$ cat config.mk
export PLATFORM = sky130hd
export DESIGN_NAME = seq_trigger
export DESIGN_NICKNAME = d
export VERILOG_FILES = /design/src/rtl/seq_trig_pkg.sv /design/src/rtl/seq_rst_sync.sv /design/src/rtl/seq_edge_sel.sv /design/src/rtl/seq_span_timer.sv /design/src/rtl/seq_core.sv /design/src/rtl/seq_trigger.sv
export SDC_FILE = /design/constraint.sdc
export NUM_CORES = 1
export LEC_CHECK = 0
export BUFFER_PORTS_ARGS = -buffer_cell sky130_fd_sc_hd__buf_2
export CELL_PAD_IN_SITES_DETAIL_PLACEMENT = 0
export CELL_PAD_IN_SITES_GLOBAL_PLACEMENT = 1
export CORE_UTILIZATION = 48
export DETAILED_ROUTE_END_ITERATION = 10
export PLACE_DENSITY_LB_ADDON = 0.1
export SETUP_SLACK_MARGIN = 0.1
export SLEW_MARGIN = 20
export SYNTH_ARGS = -nofsm -noshare
export SYNTH_HDL_FRONTEND = slang
export SYNTH_HIERARCHICAL = 1
export SYNTH_SLANG_ARGS = --single-unit
$ cat constraint.sdc
create_clock -name clk -period 5.6 [get_ports clk]
set_clock_uncertainty 0.15 [all_clocks]
set_input_delay 1.12 -clock clk [delete_from_list [all_inputs] [get_ports clk]]
set_output_delay 1.12 -clock clk [all_outputs]
set_load 0.005 [all_outputs]
$ cat src/rtl/seq_trig_pkg.sv
package seq_trig_pkg;
  typedef enum logic [1:0] {
    ST_WAIT_A = 2'd0,
    ST_COUNT  = 2'd1,
    ST_DELAY  = 2'd2,
    ST_HOLD   = 2'd3
  } seq_state_e;
endpackage

$ cat src/rtl/seq_rst_sync.sv
module seq_rst_sync #(
  parameter int STAGES = 2
) (
  input  logic clk,
  input  logic rst_n,
  output logic rst_sync_n
);
  logic [STAGES-1:0] chain_q;

  always_ff @(posedge clk or negedge rst_n) begin
    if (!rst_n) chain_q <= '0;
    else        chain_q <= {chain_q[STAGES-2:0], 1'b1};
  end

  assign rst_sync_n = chain_q[STAGES-1];
endmodule

$ cat src/rtl/seq_edge_sel.sv
module seq_edge_sel (
  input  logic clk,
  input  logic rst_n,
  input  logic flag,
  input  logic on_exit,
  output logic evt
);
  logic prev_q;

  always_ff @(posedge clk or negedge rst_n) begin
    if (!rst_n) prev_q <= 1'b0;
    else        prev_q <= flag;
  end

  assign evt = on_exit ? (prev_q & ~flag) : (~prev_q & flag);
endmodule

$ cat src/rtl/seq_span_timer.sv
module seq_span_timer #(
  parameter int W = 32
) (
  input  logic         clk,
  input  logic         rst_n,
  input  logic         clr,
  input  logic         en,
  output logic [W-1:0] cnt
);
  logic [W-1:0] cnt_d;

  always_comb begin
    cnt_d = cnt;
    if (clr)                 cnt_d = '0;
    else if (en && ~&cnt)    cnt_d = cnt + W'(1);
  end

  always_ff @(posedge clk or negedge rst_n) begin
    if (!rst_n) cnt <= '0;
    else        cnt <= cnt_d;
  end
endmodule

$ cat src/rtl/seq_core.sv
module seq_core
  import seq_trig_pkg::*;
#(
  parameter int CNT_W  = 27,
  parameter int TIME_W = 32
) (
  input  logic              clk,
  input  logic              rst_n,
  input  logic              arm_clr,
  input  logic              ev_a,
  input  logic              ev_b,
  input  logic              mode_delay,
  input  logic [CNT_W-1:0]  count_n,
  input  logic [TIME_W-1:0] delay_cycles,
  input  logic [TIME_W-1:0] holdoff_cycles,
  input  logic [TIME_W-1:0] tcnt,
  output logic              tmr_clr,
  output logic              tmr_en,
  output logic              fire,
  output seq_state_e        state
);
  localparam int CW1 = CNT_W + 1;
  localparam int TW1 = TIME_W + 1;

  seq_state_e       st_d;
  logic [CNT_W-1:0] occ_q, occ_d;
  logic [CW1-1:0]   occ_inc, n_eff;
  logic             elapsed, hold_done;

  assign occ_inc   = {1'b0, occ_q} + CW1'(1);
  assign n_eff     = (count_n == '0) ? CW1'(1) : {1'b0, count_n};
  assign elapsed   = tcnt >= delay_cycles;
  assign hold_done = ({1'b0, tcnt} + TW1'(1)) >= {1'b0, holdoff_cycles};

  always_comb begin
    st_d    = state;
    occ_d   = occ_q;
    fire    = 1'b0;
    tmr_clr = 1'b0;
    tmr_en  = 1'b0;
    if (arm_clr) begin
      st_d    = ST_WAIT_A;
      occ_d   = '0;
      tmr_clr = 1'b1;
    end else begin
      unique case (state)
        ST_WAIT_A: if (ev_a) begin
          occ_d   = '0;
          tmr_clr = 1'b1;
          st_d    = mode_delay ? ST_DELAY : ST_COUNT;
        end
        ST_COUNT: if (ev_b) begin
          if (occ_inc >= n_eff) fire = 1'b1;
          else                  occ_d = occ_inc[CNT_W-1:0];
        end
        ST_DELAY: begin
          tmr_en = ~elapsed;
          if (ev_b && elapsed) fire = 1'b1;
        end
        ST_HOLD: begin
          tmr_en = 1'b1;
          if (hold_done) st_d = ST_WAIT_A;
        end
        default: st_d = ST_WAIT_A;
      endcase
      if (fire) begin
        tmr_clr = 1'b1;
        occ_d   = '0;
        st_d    = (holdoff_cycles == '0) ? ST_WAIT_A : ST_HOLD;
      end
    end
  end

  always_ff @(posedge clk or negedge rst_n) begin
    if (!rst_n) begin
      state <= ST_WAIT_A;
      occ_q <= '0;
    end else begin
      state <= st_d;
      occ_q <= occ_d;
    end
  end
endmodule

$ cat src/rtl/seq_trigger.sv
module seq_trigger
  import seq_trig_pkg::*;
#(
  parameter int CNT_W  = 27,
  parameter int TIME_W = 32
) (
  input  logic              clk,
  input  logic              rst_n,
  input  logic              arm_clr,
  input  logic              cond_a,
  input  logic              cond_b,
  input  logic              mode_delay,
  input  logic              a_on_exit,
  input  logic              b_on_exit,
  input  logic [CNT_W-1:0]  count_n,
  input  logic [TIME_W-1:0] delay_cycles,
  input  logic [TIME_W-1:0] holdoff_cycles,
  output logic              trig
);
  localparam int NCOND = 2;

  logic              rst_sync_n;
  logic [NCOND-1:0]  cond_v, sel_v, ev_v;
  logic [TIME_W-1:0] span_cnt;
  logic              tmr_clr, tmr_en, fire;
  seq_state_e        seq_state;

  assign cond_v = {cond_b, cond_a};
  assign sel_v  = {b_on_exit, a_on_exit};

  seq_rst_sync #(.STAGES(2)) u_rst (
    .clk(clk), .rst_n(rst_n), .rst_sync_n(rst_sync_n)
  );

  for (genvar gi = 0; gi < NCOND; gi++) begin : g_edge
    seq_edge_sel u_edge (
      .clk(clk), .rst_n(rst_sync_n), .flag(cond_v[gi]),
      .on_exit(sel_v[gi]), .evt(ev_v[gi])
    );
  end

  seq_span_timer #(.W(TIME_W)) u_timer (
    .clk(clk), .rst_n(rst_sync_n), .clr(tmr_clr), .en(tmr_en), .cnt(span_cnt)
  );

  seq_core #(.CNT_W(CNT_W), .TIME_W(TIME_W)) u_core (
    .clk(clk), .rst_n(rst_sync_n), .arm_clr(arm_clr),
    .ev_a(ev_v[0]), .ev_b(ev_v[1]), .mode_delay(mode_delay),
    .count_n(count_n), .delay_cycles(delay_cycles),
    .holdoff_cycles(holdoff_cycles), .tcnt(span_cnt),
    .tmr_clr(tmr_clr), .tmr_en(tmr_en), .fire(fire), .state(seq_state)
  );

  always_ff @(posedge clk or negedge rst_sync_n) begin
    if (!rst_sync_n) trig <= 1'b0;
    else             trig <= fire;
  end
endmodule

==> results.yml <==
clocking:
  clkSinkCount: 66
  tritoncts: "built"
  htreeDepth: 3
  cts_buffers: 9
  postCtsHoldBufs: 0
  path_clk_slew_ps: 60
  cts_setup_buffers: 0
  clockBufferDepth: 2
  cts_resized: 0
  clockRootBuffer: "clkbuf_16"
  clock_latency_ps: 330
routing:
  wirelength_um: 18800
  drt_iter0_markers: 539
  via_count: 6585
  routedWlPerCell_um: 16.7
  ant_nets: 0
  drt-pass1-iter-count: 5
  remaining_drc_errors: 0
  avgViaCountPerCell: 5.86
timing:
  fmaxAchievable_mhz: 194
  hold_viol: 0
  setup-violations-final: 0
  maxSlewHeadroom_pct: 44.3
  maxSlewViolCount: 0
  setup_tns_ps: 0
  rsz0062_at_grt: "false"
  post-route-period-util_pct: 92.0
  min_period_ps: 5150
  worstMarginPinSlew_ps: 836
floorplan:
  die_w_um: 122
  fp.dieH_um: 122
  start_util_pct: 49.7
  fp.coreArea_mm2: 0.0140
  die_area_mm2: 0.0150
  ioPinCount: 100
  row_count: 43
synth:
  syn_nets: 1036
  yosys.area_share.adder_pct: 18.0
  synthMuxAreaShare_pct: 0.810
  ys_seq_elements: 66
  syn_area_per_cell_um2: 8.31
  synth-compound-area-share_pct: 17.3
  synth_top_family_by_area: "simple AND/OR/NAND/NOR gates"
  synth_edf_count: 0
  synth_area_mm2: 0.00695
  ys.flop_type: "dfrtp_1"
  yosys.area_share.simple_pct: 24.8
  ys_seq_area_share_pct: 23.8
  synth_cell_type_count: 70
  synthArstFlopShare_pct: 100
  yosys_warnings: 6
  synth_xor_area_share_pct: 7.94
  netlist_instances: 837
worst_setup_path:
  startpoint: "u_core/occ_q[0]"
  worst-r2r-cell-count: 17
  startpoint_type: "flop"
  reg2reg_slack_ps: 450
  rr_endpoint: "u_timer/cnt[31]"
  criticalPathCategory: "reg2reg"
  cp.required_ps: 5660
  r2r_start: "u_core/occ_q[0]"
  cp_max_fo: 15
  end_kind: "flop"
  worstPathArrival_ps: 5210
  crit_end: "u_timer/cnt[31]"
power_and_ir_drop:
  power_density_mw_per_mm2: 200
  peakVddDrop_mv: 0.184
  pwr-share-clk_pct: 43.8
  intPower_uw: 1110
  power_frac_comb_pct: 24.7
  switching_share_pct: 30.9
  power.leakage_uw: 0.00399
  seq_power_share_pct: 31.5
  p_switching_uw: 495
global_route:
  gr-max-usage-layer: "met2"
  grt_max_degree: 65
  grt_overflow_total: 0
  met1_usage_pct: 35.3
  met3_usage_pct: 4.28
  grt_antenna_before_repair: 0
  grtUsageMet2_pct: 42.3
  grt_pass1_wl_um: 30300
  grtUsageTotal_pct: 25.8
  grt_pass1_vias: 6316
placed_design:
  io_buffers: 99
  postPlaceCellArea_mm2: 0.00763
  detailed_place_hpwl_um: 14600
  place_congestion: 0.906
worst_hold_path:
  worstHoldPathType: "reg2reg"
final_layout:
  fillers: 1332
  area_growth_pct: 15.1
  antenna_cells: 0
  drive_gt1_share_pct: 15.8
  finalInstanceArea_mm2: 0.00800
  final_nets: 1137
run:
  drv_cap: 0
outcome:
  status: "finished, final reports clean"
[final cells by class]
| class | count | area [um2] | share of cell area (%) |
|---|---|---|---|
| multi-input combinational | 645 | 4790 | 59.8 |
| sequential | 66 | 1650 | 20.7 |
| timing repair buffer | 109 | 571 | 7.13 |
| inverter | 107 | 402 | 5.02 |
| clock buffer | 9 | 225 | 2.81 |
| tap | 180 | 225 | 2.81 |
| clock inverter | 7 | 141 | 1.77 |
[worst max-delay path, stage by stage (launching register included)]
cell,delay (ps)
dfrtp_1,460
ha_1,300
inv_1,90
nor3_1,440
nand2_1,240
nor2_1,290
nand3_1,240
xnor2_1,190
ha_1,310
and3_1,160
a221o_1,290
a221oi_1,250
o211ai_1,190
o21ai_0,380
a31o_2,240
nand2_2,190
or2_2,360
o41ai_1,270
[Yosys cell counts, drive strengths merged (20+ instances only)]
master	n	area (um2)
a21oi	50	254
dfrtp	66	1650
ha	100	1250
inv	107	402
nand2	63	236
nand3	36	180
nand4	35	270
nor2	60	225
nor4	21	146
o21ai	24	128
xnor2	43	377
xor2	20	175
[power groups by stage]
stage / registers, uW / clock network [uW] / logic (uW)
2_1_floorplan: 516 / 0 / 283
3_3_place_gp: 513 / 0 / 377
3_5_place_dp: 514 / 0 / 388
4_1_cts: 506 / 713 / 391
5_1_grt: 507 / 735 / 442
6_report: 506 / 702 / 397
[placed cells by master, fill, tap and decap left out, types with 9 or more instances in the layout]
| cell type | instances |
|---|---|
| buf_4 | 10 |
| nand4_1 | 31 |
| o21ai_0 | 18 |
| nand2_1 | 62 |
| buf_2 | 99 |
| a221o_1 | 12 |
| o31ai_1 | 10 |
| nand3_1 | 36 |
| a21oi_1 | 49 |
| inv_1 | 107 |
| or3_1 | 10 |
| nor3_1 | 9 |
| xnor2_1 | 43 |
| xor2_1 | 20 |
| nor4_1 | 20 |
| or4_1 | 15 |
| nor2_1 | 60 |
| ha_1 | 100 |
| and4_1 | 11 |
| clkbuf_16 | 9 |
| and3_1 | 15 |
| a22o_1 | 17 |
| dfrtp_1 | 65 |
[per-stage QoR]
step                util, %  cells  hold WS [ps]  setup slack, ps  power (uW)
finish                 57.2   1123           204              450        1600
global route           57.2   1123           216              241        1680
CTS                    57.2   1123           205              424        1610
detailed placement     54.6   1107           193              282         902
global placement       54.6   1107           188              397         890
floorplan                 -    837           181             1040         799
[logic make-up after synthesis]
logic type,after synthesis
AO/OA/AOI/OAI,167
AND/OR/NAND/NOR,309
adder cells (fa/ha/maj),100
buffers and inverters,126
multiplexers,5
XOR/XNOR,63
flip-flops,66
other,1
[sequential cells by signal, summed over array words and instances (netlist names)]
name,cells
g_edge.u_edge/prev_q,2
u_core/state,2
trig,1
u_timer/cnt,32
u_core/occ_q,27
u_rst/chain_q,2
[worst min-delay path by stage]
stage / endpoint / start / depth (start not counted) / slack, ps
floorplan: u_rst/chain_q[1] / u_rst/chain_q[0] / 0 / 180
global placement: u_rst/chain_q[1] / u_rst/chain_q[0] / 0 / 190
detailed placement: u_rst/chain_q[1] / u_rst/chain_q[0] / 0 / 190
CTS: u_rst/chain_q[1] / u_rst/chain_q[0] / 0 / 210
global route: u_rst/chain_q[1] / u_rst/chain_q[0] / 0 / 220
finish: u_rst/chain_q[1] / u_rst/chain_q[0] / 0 / 200
[metal layers]
metal / share of wire, % / vias up
met5: 0 / -
met2: 46 / 180
met1: 47 / 3115
met4: 1.7 / 0
li1: - / 3263
met3: 5.3 / 27
No activity file was read; power rests on OpenSTA's default activity.
